<file path="config.mk">
export PLATFORM = sky130hd
export DESIGN_NAME = segmem_xlate
export DESIGN_NICKNAME = d
export VERILOG_FILES = /design/src/rtl/smx_pkg.sv /design/src/rtl/smx_seg_map.sv /design/src/rtl/smx_reg_bank.sv /design/src/rtl/smx_byte_op.sv /design/src/rtl/segmem_xlate.sv
export SDC_FILE = /design/constraint.sdc
export NUM_CORES = 1
export LEC_CHECK = 0
export ABC_AREA = 1
export BUFFER_PORTS_ARGS = -buffer_cell sky130_fd_sc_hd__buf_2
export CAP_MARGIN = 20
export CORE_AREA = 5 5 194 196
export DETAILED_ROUTE_END_ITERATION = 10
export DIE_AREA = 0 0 199 201
export PLACE_DENSITY = 0.55
export SYNTH_ARGS = -nofsm -noshare
export SYNTH_HDL_FRONTEND = slang
export SYNTH_HIERARCHICAL = 1
export SYNTH_SLANG_ARGS = --single-unit
</file>
<file path="constraint.sdc">
create_clock -name clk -period 6.6 [get_ports clk]
set_input_delay 0.66 -clock clk [delete_from_list [all_inputs] [get_ports clk]]
set_output_delay 0.66 -clock clk [all_outputs]
set_load 0.005 [all_outputs]
</file>
<file path="src/rtl/smx_pkg.sv">
package smx_pkg;

  typedef enum logic [2:0] {
    OP_IDLE = 3'd0,
    OP_RD   = 3'd1,
    OP_WR   = 3'd2,
    OP_BSET = 3'd3,
    OP_BCLR = 3'd4,
    OP_BTST = 3'd5,
    OP_DSZ  = 3'd6,
    OP_BANK = 3'd7
  } smx_op_e;

  typedef enum logic [1:0] {
    AM_DIRECT = 2'd0,
    AM_PTR_A  = 2'd1,
    AM_PTR_B  = 2'd2,
    AM_SPARE  = 2'd3
  } smx_mode_e;

  typedef enum logic [1:0] {
    PA_NONE  = 2'd0,
    PA_INC   = 2'd1,
    PA_DEC   = 2'd2,
    PA_SPARE = 2'd3
  } smx_post_e;

endpackage

</file>
<file path="src/rtl/smx_seg_map.sv">
module smx_seg_map #(
  parameter int unsigned W     = 8,
  parameter int unsigned SEG_W = 8
) (
  input  logic             clk,
  input  logic             rst_n,
  input  logic             seg_we,
  input  logic [W-1:0]     seg_wdata,
  input  logic [W-1:0]     eff_addr,
  output logic [W+SEG_W-1:0] phys_addr
);
  localparam int unsigned OFF_W = W - 1;

  logic [SEG_W-1:0] seg_q, seg_d;

  always_comb begin
    seg_d = seg_q;
    if (seg_we) seg_d = SEG_W'(seg_wdata);
  end

  always_ff @(posedge clk or negedge rst_n) begin
    if (!rst_n)      seg_q <= '0;
    else if (seg_we) seg_q <= seg_d;
  end

  always_comb begin
    if (eff_addr[W-1]) phys_addr = {1'b1, {SEG_W{1'b0}}, eff_addr[OFF_W-1:0]};
    else               phys_addr = {1'b0, seg_q, eff_addr[OFF_W-1:0]};
  end

  assert_bank_load_R1: assert property (@(posedge clk) disable iff (!rst_n)
    seg_we |=> seg_q == $past(SEG_W'(seg_wdata)));

endmodule

</file>
<file path="src/rtl/smx_reg_bank.sv">
module smx_reg_bank #(
  parameter int unsigned W         = 8,
  parameter int unsigned BANK_N    = 16,
  parameter int unsigned RAM_BYTES = 128
) (
  input  logic                      clk,
  input  logic                      rst_n,
  input  logic [$clog2(BANK_N)-1:0] rd_idx,
  output logic [W-1:0]              rd_data,
  input  logic                      wr_en,
  input  logic [$clog2(BANK_N)-1:0] wr_idx,
  input  logic [W-1:0]              wr_data,
  input  logic                      adj_en,
  input  logic [$clog2(BANK_N)-1:0] adj_idx,
  input  logic                      adj_dec,
  output logic [W-1:0]              ptr_a,
  output logic [W-1:0]              ptr_b
);
  localparam int unsigned BW      = $clog2(BANK_N);
  localparam int unsigned NREG    = BANK_N - 1;
  localparam int unsigned A_IDX   = BANK_N - 4;
  localparam int unsigned SP_IDX  = BANK_N - 3;
  localparam int unsigned B_IDX   = BANK_N - 2;
  localparam logic [W-1:0] SP_INIT = (RAM_BYTES >= 128) ? W'(8'h6F) : W'(8'h2F);

  logic [W-1:0] rf_q [NREG];

  for (genvar g = 0; g < NREG; g++) begin : gen_slot
    logic         hit_w, hit_a, en;
    logic [W-1:0] nxt;

    always_comb begin
      hit_w = wr_en  && (wr_idx  == BW'(g));
      hit_a = adj_en && (adj_idx == BW'(g));
      en    = hit_w || hit_a;
      if (hit_a) nxt = adj_dec ? rf_q[g] - W'(1) : rf_q[g] + W'(1);
      else       nxt = wr_data;
    end

    always_ff @(posedge clk or negedge rst_n) begin
      if (!rst_n)  rf_q[g] <= (g == SP_IDX) ? SP_INIT : '0;
      else if (en) rf_q[g] <= nxt;
    end
  end

  always_comb begin
    rd_data = '0;
    for (int i = 0; i < NREG; i++) begin
      if (rd_idx == BW'(i)) rd_data = rf_q[i];
    end
  end

  assign ptr_a = rf_q[A_IDX];
  assign ptr_b = rf_q[B_IDX];

  assert_ptr_inc_wrap_R3: assert property (@(posedge clk) disable iff (!rst_n)
    (adj_en && !adj_dec && adj_idx == BW'(A_IDX)) |=> ptr_a == $past(ptr_a) + W'(1));

  assert_ptr_dec_wrap_R3: assert property (@(posedge clk) disable iff (!rst_n)
    (adj_en && adj_dec && adj_idx == BW'(B_IDX)) |=> ptr_b == $past(ptr_b) - W'(1));

endmodule

</file>
<file path="src/rtl/smx_byte_op.sv">
module smx_byte_op
  import smx_pkg::*;
#(
  parameter int unsigned W = 8
) (
  input  smx_op_e              op,
  input  logic [W-1:0]         old_byte,
  input  logic [W-1:0]         wdata,
  input  logic [$clog2(W)-1:0] bit_sel,
  output logic [W-1:0]         new_byte,
  output logic                 test_bit
);
  logic [W-1:0] mask;

  assign mask     = W'(1) << bit_sel;
  assign test_bit = old_byte[bit_sel];

  always_comb begin
    case (op)
      OP_WR:   new_byte = wdata;
      OP_BSET: new_byte = old_byte | mask;
      OP_BCLR: new_byte = old_byte & ~mask;
      OP_DSZ:  new_byte = old_byte - W'(1);
      default: new_byte = old_byte;
    endcase
  end

  always_comb begin
    if (op == OP_BSET) begin
      assert_bset_one_bit_R7: assert (new_byte[bit_sel] && $countones(new_byte ^ old_byte) <= 1);
    end
    if (op == OP_BCLR) begin
      assert_bclr_one_bit_R7: assert (!new_byte[bit_sel] && $countones(new_byte ^ old_byte) <= 1);
    end
  end

endmodule

</file>
<file path="src/rtl/segmem_xlate.sv">
module segmem_xlate
  import smx_pkg::*;
#(
  parameter int unsigned W         = 8,
  parameter int unsigned SEG_W     = 8,
  parameter int unsigned BANK_N    = 16,
  parameter int unsigned RAM_BYTES = 128
) (
  input  logic                 clk,
  input  logic                 rst_n,
  input  logic [2:0]           op_i,
  input  logic [1:0]           mode_i,
  input  logic [1:0]           post_i,
  input  logic [W-1:0]         addr_i,
  input  logic [$clog2(W)-1:0] bit_i,
  input  logic [W-1:0]         wdata_i,
  input  logic [W-1:0]         mem_rdata_i,
  output logic [W+SEG_W-1:0]   phys_addr_o,
  output logic                 mem_we_o,
  output logic [W-1:0]         mem_wdata_o,
  output logic [W-1:0]         rd_data_o,
  output logic                 skip_o
);
  localparam int unsigned BW        = $clog2(BANK_N);
  localparam int unsigned BANK_BASE = (1 << W) - BANK_N;
  localparam int unsigned A_IDX     = BANK_N - 4;
  localparam int unsigned B_IDX     = BANK_N - 2;

  // reset: asserted asynchronously, released on the clock
  logic [1:0] rs_q;
  logic       rst_s;
  always_ff @(posedge clk or negedge rst_n) begin
    if (!rst_n) rs_q <= '0;
    else        rs_q <= {rs_q[0], 1'b1};
  end
  assign rst_s = rs_q[1];

  smx_op_e   op;
  smx_mode_e mode;
  smx_post_e post;
  assign op   = smx_op_e'(op_i);
  assign mode = smx_mode_e'(mode_i);
  assign post = smx_post_e'(post_i);

  logic [W-1:0] ptr_a, ptr_b, eff, bank_rd, old_byte, new_byte;
  logic         in_bank, rsvd, test_bit, modifies, bank_we, adj_en, indirect;

  always_comb begin
    case (mode)
      AM_PTR_A: eff = ptr_a;
      AM_PTR_B: eff = ptr_b;
      default:  eff = addr_i;
    endcase
  end

  assign in_bank  = eff >= W'(BANK_BASE);
  assign rsvd     = &eff;
  assign old_byte = in_bank ? bank_rd : mem_rdata_i;

  assign modifies = (op == OP_WR) || (op == OP_BSET) || (op == OP_BCLR) ||
                    ((op == OP_DSZ) && in_bank);
  assign bank_we  = modifies && in_bank && !rsvd;
  assign indirect = (mode == AM_PTR_A) || (mode == AM_PTR_B);
  assign adj_en   = indirect && ((post == PA_INC) || (post == PA_DEC)) &&
                    (op != OP_IDLE) && (op != OP_BANK);

  always_comb begin
    mem_we_o    = modifies && !in_bank;
    mem_wdata_o = new_byte;
    skip_o      = (op == OP_DSZ) && in_bank && !rsvd && (new_byte == '0);
    case (op)
      OP_RD:   rd_data_o = old_byte;
      OP_BTST: rd_data_o = {{(W-1){1'b0}}, test_bit};
      default: rd_data_o = '0;
    endcase
  end

  smx_seg_map #(.W(W), .SEG_W(SEG_W)) seg_i (
    .clk       (clk),
    .rst_n     (rst_s),
    .seg_we    (op == OP_BANK),
    .seg_wdata (wdata_i),
    .eff_addr  (eff),
    .phys_addr (phys_addr_o)
  );

  smx_reg_bank #(.W(W), .BANK_N(BANK_N), .RAM_BYTES(RAM_BYTES)) bank_i (
    .clk     (clk),
    .rst_n   (rst_s),
    .rd_idx  (eff[BW-1:0]),
    .rd_data (bank_rd),
    .wr_en   (bank_we),
    .wr_idx  (eff[BW-1:0]),
    .wr_data (new_byte),
    .adj_en  (adj_en),
    .adj_idx ((mode == AM_PTR_A) ? BW'(A_IDX) : BW'(B_IDX)),
    .adj_dec (post == PA_DEC),
    .ptr_a   (ptr_a),
    .ptr_b   (ptr_b)
  );

  smx_byte_op #(.W(W)) alu_i (
    .op       (op),
    .old_byte (old_byte),
    .wdata    (wdata_i),
    .bit_sel  (bit_i),
    .new_byte (new_byte),
    .test_bit (test_bit)
  );

  assert_high_no_bank_R2: assert property (@(posedge clk) disable iff (!rst_s)
    ($past(op_i) == 3'd7 && eff[W-1] && eff == $past(eff)) |-> phys_addr_o == $past(phys_addr_o));

  assert_bank_no_ram_we_R4: assert property (@(posedge clk) disable iff (!rst_s)
    mem_we_o |-> !(phys_addr_o[W+SEG_W-1] && (phys_addr_o[W-2:BW] == '1)));

  assert_rsvd_reads_zero_R6: assert property (@(posedge clk) disable iff (!rst_s)
    (op_i == 3'd1 && eff == '1) |-> rd_data_o == '0);

  assert_btst_no_write_R8: assert property (@(posedge clk) disable iff (!rst_s)
    (op_i == 3'd5) |-> !mem_we_o);

  assert_skip_only_dsz_R9: assert property (@(posedge clk) disable iff (!rst_s)
    skip_o |-> (op_i == 3'd6));

endmodule

</file>
**Word level (Yosys, flattened, before mapping)**

Index checks and enable logic that the tools add are counted.
W data, S select, Z words.

- Register bits after elaboration: 130
- Bits of input ports: 36

- $add $sub $neg: 31
- $lt $le $gt $ge: 2
- Eq/ne operators: 40
- Shifts and indexed selects: 1
- Mux-type cells: 53
- Bitwise operators: 3
- Reductions and logical operators: 66

Operators by type and width:

| operator | number |
|---|---|
| $mux W8 | 46 |
| $sub A8 B1 Y8 const B | 16 |
| $add A8 B1 Y8 const B | 15 |
| $eq A4 B4 Y1 const B | 14 |
| $logic_and A1 B1 Y1 | 39 |
| $eq A4 B3 Y1 const B | 8 |
| $pmux W8 S2 | 2 |
| $pmux W8 S4 | 1 |
| $logic_or A1 B1 Y1 | 20 |
| $eq A4 B2 Y1 const B | 4 |
| $mux W16 | 1 |
| $eq A3 B3 Y1 const B | 4 |
| $and A8 B8 Y8 | 1 |
| $eq A4 B1 Y1 const B | 2 |
| $ge A8 B8 Y1 const B | 1 |
| $logic_not A4 Y1 | 2 |
| $logic_not A8 Y1 | 1 |
| $not A8 Y8 | 1 |
| $or A8 B8 Y8 | 1 |
| $reduce_and A8 Y1 | 1 |
| $shl A1 B3 Y8 const A | 1 |
| $eq A3 B2 Y1 const B | 2 |
| $eq A2 B1 Y1 const B | 2 |
| $eq A2 B2 Y1 const B | 2 |
| 8 further kinds | 9 |

**Longest topological paths before layout**

- Depth after elaboration: 23
- Depth in mapped cells: 35
- Depth with buffers taken out: 33

**Cells and area by module**

The synthesis kept the hierarchy.

By module, submodules not included:

| module | instances | cells an instance | area each (sq um) | sequential area each (sq um) |
|---|---|---|---|---|
| smx_reg_bank | 1 | 1408 | 10440.0 | 3010.4 |
| segmem_xlate | 1 | 142 | 779.5 | 50.0 |
| smx_byte_op | 1 | 142 | 646.9 | 0.0 |
| smx_seg_map | 1 | 59 | 437.9 | 200.2 |

**Worst setup path after synthesis**

No wires, ideal clock.

- Kind: input-to-reg
- Start: input port post_i[0]
- End: register bank_i.rf_q, in the netlist bank_i/ptr_a[6]
- Data arrival time: 5.063 ns
- Setup slack: 1.414 ns
- Stages: 13
- Path buffers: 2
- Path through: inv_1 > ha_1 > buf_2 > buf_2 > inv_1 > fa_1 > o21ai_0 > nand2_1 > nand2_1 > a21oi_1 > xnor2_1 > o21ai_0 > nand2_1

- Cells in the longest elaborated chain, start to end: 7
- Elaborated cells between the ends (all ways): 10

RTL lines:

| what | line | text |
|---|---|---|
| start: declaration | segmem_xlate.sv:13 | `input logic [1:0] post_i,` |
| $eq A2 B1 Y1 / $eq A2 B2 Y1 (equally long branches) | segmem_xlate.sv:64, segmem_xlate.sv:97 |  |
| $logic_or A1 B1 Y1 | segmem_xlate.sv:64 | `assign adj_en = indirect && ((post == PA_INC) \|\| (post == PA_DEC)) &&` |
| $logic_and A1 B1 Y1 (2 in a row) | segmem_xlate.sv:64 |  |
| $logic_and A1 B1 Y1 | segmem_xlate.sv:65 | `(op != OP_IDLE) && (op != OP_BANK);` |
| $logic_and A1 B1 Y1 | smx_reg_bank.sv:34 | `hit_a = adj_en && (adj_idx == BW'(g));` |
| $mux W8 / $logic_or A1 B1 Y1 (equally long branches) | smx_reg_bank.sv:36, smx_reg_bank.sv:35 |  |
| end signal: indexed assignment | smx_reg_bank.sv:41 | `if (!rst_n) rf_q[g] <= (g == SP_IDX) ? SP_INIT : '0;` |
| end signal: indexed assignment | smx_reg_bank.sv:42 | `else if (en) rf_q[g] <= nxt;` |
| end: declaration | smx_reg_bank.sv:26 | `logic [W-1:0] rf_q [NREG];` |

Several ways; a longest one is shown, not always the timed one.
A chain may end at the register's enable or synchronous reset.

**Final worst setup path**

- Start: input port mode_i[0]
- End: output port skip_o

- Cells in the longest elaborated chain, start to end: 23
- Elaborated cells between the ends (all ways): 45

RTL lines:

| what | line | text |
|---|---|---|
| start: declaration | segmem_xlate.sv:12 | `input logic [1:0] mode_i,` |
| $eq A2 B2 Y1 / $eq A2 B1 Y1 (equally long branches) | segmem_xlate.sv:49 | `case (mode)` |
| $pmux W8 S2 (*) | segmem_xlate.sv:49 |  |
| $logic_not A4 Y1 | smx_reg_bank.sv:49 | `if (rd_idx == BW'(i)) rd_data = rf_q[i];` |
| $mux W8 (14 in a row) | smx_reg_bank.sv:49 |  |
| $mux W8 (*) | smx_reg_bank.sv:49 |  |
| named net bank_rd[0] | segmem_xlate.sv:45 | `logic [W-1:0] ptr_a, ptr_b, eff, bank_rd, old_byte, new_byte;` |
| $mux W8 (*) | segmem_xlate.sv:58 | `assign old_byte = in_bank ? bank_rd : mem_rdata_i;` |
| named net old_byte[0] | segmem_xlate.sv:45 |  |
| $sub A8 B1 Y8 (tied with other cells) | smx_byte_op.sv:23 | `OP_DSZ: new_byte = old_byte - W'(1);` |
| $pmux W8 S4 (*) | smx_byte_op.sv:19 | `case (op)` |
| $logic_not A8 Y1 (*) | segmem_xlate.sv:70 | `skip_o = (op == OP_DSZ) && in_bank && !rsvd && (new_byte == '0);` |
| $logic_and A1 B1 Y1 (*) | segmem_xlate.sv:70 |  |
| end: declaration | segmem_xlate.sv:22 | `output logic skip_o` |

Mark *: on every way through the listed nets, which the timed path passes. The rest lies on a longest branch.

==> flow_summary_export.csv <==
group,metric,value,unit
status,run_status,"completed",
synth,avgSynthCellArea,7.03,um^2
finish,finish.utilization,38.1,%
setup_path,critical-path-max-stage-delay,600,ps
setup_path,biggest_fanout_along_the_worst_timing_path,22,
power_and_ir_drop,leak_pwr,6.86,nW
drt,drt-vias-per-instance,5.32,
synth,top_area_cells_in_the_synthesized_netlist,"sky130_fd_sc_hd__dfrtp_1 (25%), sky130_fd_sc_hd__nand2_1 (12%), sky130_fd_sc_hd__ha_1 (9.6%)",
setup_path,setup.worst_path.start_class,"primary input",
power_and_ir_drop,internal_power,0.00234,W
synth,number_of_enable_type_register_cells_in_the_synthesized_netlist,0,
global_route,grt_antenna_before_repair,1,
floorplanning,die_y,201,um
finish,leading_cell_types_in_the_layout_fill_and_taps_excluded,"sky130_fd_sc_hd__nand2_1 (395), sky130_fd_sc_hd__inv_1 (236), sky130_fd_sc_hd__nor2_1 (165), sky130_fd_sc_hd__nand3_1 (138), sky130_fd_sc_hd__dfrtp_1 (123)",
finish,nNetsFinal,1959,
synth,synth-main-ff-cell,"sky130_fd_sc_hd__dfrtp_1",
sta,timing_hold_violations_final,0,
floorplanning,io-pin-count,70,
setup_path,worst_ep_required_time,5940,ps
setup_path,reg2reg_from,"bank_i/ptr_b[3]",
global_route,number_of_global_route_vias_before_repair,11667,
synth,synth.lib_cells_used.distinct,48,
floorplanning,die_area,40000,um^2
setup_path,timing.setup.critical_path_class,"primary input to primary output",
placed_design,port_buffers,69,
sta,worst_slew_margin_rel,25.0,%
drt,antenna_violating_nets_left,0,
power_and_ir_drop,power.switching,0.00184,W
global_route,grt_use_total,21.4,%
sta,timing.hold.ws,318,ps
setup_path,crit_family,"simple AND/OR/NAND/NOR gates",
setup_path,cpMostUsedCell,"sky130_fd_sc_hd__nand3_1",
synth,synth_area,12300,um^2
global_route,grt_max_degree,72,
clocking,clock_tree_from_tritoncts,"built",
floorplanning,design.core.area,35900,um^2
job,max_cap_violations,0,
synth,synth_top_area_cell,"sky130_fd_sc_hd__dfrtp_1",
drt,detail_route.iter0.violations,1045,
placed_design,place.gp.congestion,0.971,
finish,final_common_cell,"sky130_fd_sc_hd__nand2_1",
drt,dr_total_vias,12197,
sta,final_min_period_over_clock_period,88.6,%
clocking,cts.sinks,130,
clocking,worstSkewPairLatency,450,ps
drt,detail_route.first_pass.iterations,6,
power_and_ir_drop,total_power_draw,0.00418,W
clocking,cts_repair_resize_count,0,
drt,route.final.wire_length,43200,um
clocking,clock_tree.buffer_depth,2,
synth,synth_top_area_share,25.2,%
power_and_ir_drop,clock_power_share,23.4,%
setup_path,critical_path_arrival,5190,ps
setup_path,critPathBufInv,8,
global_route,globalRouteOverflowTotal,0,
sta,grt_setup_unrepaired,"false",
clocking,numCtsBuffers,17,
finish,areaGrowthSynthToFinish,11.1,%
drt,drc,0,
floorplanning,initial_utilization,34.3,%
floorplanning,floorplan.die.width,199,um
clocking,worst_setup_hold_path_clk_slew,60,ps
floorplanning,num_rows,70,
sta,finalClockSkew,17.1,ps
power_and_ir_drop,net_switching_share_of_the_total_power,44.0,%
sta,final.setup.tns,0,ps
synth,synth_seq_cells,130,
clocking,clockRootBuffer,"sky130_fd_sc_hd__clkbuf_16",
setup_path,startpoint,"mode_i[0]",
setup_path,slowest_stage,"sky130_fd_sc_hd__nor2_2",
sta,period_minus_slack,5850,ps
power_and_ir_drop,p_per_area,306,nW/um^2
synth,synthCells,1751,
sta,maxClockFrequency,171,MHz
setup_path,timing.critical_path.to_type,"primary output",
synth,synth.yosys.warnings,6,
sta,slew_viol_final,0,
power_and_ir_drop,power.share.combinational,43.9,%
sta,worst_slew_pin_slew,1120,ps
placed_design,place_worst_setup_slack,823,ps
synth,synthArstFlopShare,100,%
finish,post_route_cells_drive_above_1_share,9.26,%
power_and_ir_drop,vdd_ir_drop_max,0.160,mV
min_path,holdCritPathClass,"flop to async pin",
power_and_ir_drop,power.sequential.fraction,32.7,%
clocking,cts.htree.levels,4,
sta,finalWorstSetupSlack,750,ps
global_route,global_route_wire_length_before_repair,66900,um
sta,setup_violations,0,
finish,num_antenna_cells,0,
drt,average_wire_length_per_cell_after_detail_routing,18.8,um
placed_design,dp_hpwl,32800,um
synth,seq_area_frac_synth,26.5,%
[power by group through the flow]
stage / Clock (W) / Sequential (W) / Combinational [W]
2_1_floorplan: 0 / 0.00123 / 0.00143
3_3_place_gp: 0 / 0.00137 / 0.00176
3_5_place_dp: 0 / 0.00137 / 0.00180
4_1_cts: 0.000990 / 0.00136 / 0.00181
5_1_grt: 0.00102 / 0.00139 / 0.00207
6_report: 0.000977 / 0.00137 / 0.00183
[worst reg2reg max path, cell delays in order (launching register included)]
cell and delay [ps]:
sky130_fd_sc_hd__dfrtp_1 460, sky130_fd_sc_hd__nand2_1 90, sky130_fd_sc_hd__nand2_1 50, sky130_fd_sc_hd__nand2_1 50
sky130_fd_sc_hd__o21a_1 130, sky130_fd_sc_hd__inv_1 150, sky130_fd_sc_hd__nor2_2 630, sky130_fd_sc_hd__buf_4 260
sky130_fd_sc_hd__nand3_1 80, sky130_fd_sc_hd__nand4_1 130, sky130_fd_sc_hd__nor2_1 60, sky130_fd_sc_hd__nand4_1 70
sky130_fd_sc_hd__nand2_1 80, sky130_fd_sc_hd__nand4_1 110, sky130_fd_sc_hd__nor2_1 50, sky130_fd_sc_hd__nand3_1 60
sky130_fd_sc_hd__inv_1 60, sky130_fd_sc_hd__nand3_1 100, sky130_fd_sc_hd__and2_1 190, sky130_fd_sc_hd__inv_1 130
sky130_fd_sc_hd__ha_1 270, sky130_fd_sc_hd__or2_2 280, sky130_fd_sc_hd__nand3_1 80, sky130_fd_sc_hd__nand4_1 110
sky130_fd_sc_hd__buf_4 180, sky130_fd_sc_hd__inv_1 680, sky130_fd_sc_hd__o221ai_1 270
[worst paths after layout]
check	end	slack [ps]	cells after the start
hold reg to reg	bank_i/rf_q[38]	320	0
min in group clk	rs_q[1]	350	0
hold / removal	bank_i/rf_q[38]	320	0
setup reg to reg	bank_i/rf_q[74]	1600	26
max in group asynchronous	bank_i/rf_q[51]	4830	2
setup / recovery	skip_o	750	29
[cells by family after synthesis]
family,after synthesis,synth area share [%]
other,2,0.0610
buffers and inverters,304,10.5
adders and majority gates,109,12.0
and+or+nand+nor,793,28.6
DFF,130,26.5
xor gates and xnor gates,77,5.48
AOI/OAI and AO/OA,336,16.9
[flip-flops by register name, indices dropped and copies added, names as in the netlist]
signal and count:
bank_i/ptr_a 8, bank_i/ptr_b 8, bank_i/rf_q 104, rs_q 2
seg_i/seg_q 8
[cells in the mapped netlist (4+ instances only)]
cell type and n:
sky130_fd_sc_hd__a21o_1 13, sky130_fd_sc_hd__a21oi_1 104, sky130_fd_sc_hd__a221oi_1 5, sky130_fd_sc_hd__a31oi_1 16
sky130_fd_sc_hd__buf_2 13, sky130_fd_sc_hd__buf_4 25, sky130_fd_sc_hd__clkbuf_1 8, sky130_fd_sc_hd__clkinv_1 4
sky130_fd_sc_hd__dfrtp_1 124, sky130_fd_sc_hd__dfstp_2 6, sky130_fd_sc_hd__fa_1 15, sky130_fd_sc_hd__ha_1 94
sky130_fd_sc_hd__inv_1 236, sky130_fd_sc_hd__inv_2 11, sky130_fd_sc_hd__nand2_1 395, sky130_fd_sc_hd__nand2_2 6
sky130_fd_sc_hd__nand3_1 138, sky130_fd_sc_hd__nand3_2 4, sky130_fd_sc_hd__nand3b_1 10, sky130_fd_sc_hd__nand4_1 43
sky130_fd_sc_hd__nor2_1 165, sky130_fd_sc_hd__nor2_2 6, sky130_fd_sc_hd__nor2_4 5, sky130_fd_sc_hd__nor2_8 4
sky130_fd_sc_hd__o211ai_1 17, sky130_fd_sc_hd__o21ai_0 102, sky130_fd_sc_hd__o21bai_1 4, sky130_fd_sc_hd__o221ai_1 69
sky130_fd_sc_hd__or2_2 5, sky130_fd_sc_hd__xnor2_1 28, sky130_fd_sc_hd__xor2_1 49
[per-layer routing]
metal	track usage, %	share of wire [%]	vias up
met5	0	0.030	-
met4	8.74	4.1	2
met3	4.90	7.3	92
met2	32.4	43	423
met1	29.4	45	5669
li1	-	-	6011
[repair_timing]
action,4_1_cts,5_1_grt
setup buffers,0,0
hold buffers,1,0
endpoints found under the hold margin,2,0
[per-stage QoR]
step           area [um^2]  instances
4_1_cts              13700       2293
6_report             13700       2294
2_1_floorplan        12300       1761
5_1_grt              13700       2294
3_3_place_gp         13100       2261
3_5_place_dp         13100       2261
[area by class of cell]
class	instances	area (um^2)
tap	468	586
timing repair buffer	84	473
inverter	254	967
clock inverter	11	133
clock buffer	20	447
fill	3860	22200
sequential	130	3260
multi-input combinational	1327	7800
(Power assumes the default switching activity.)
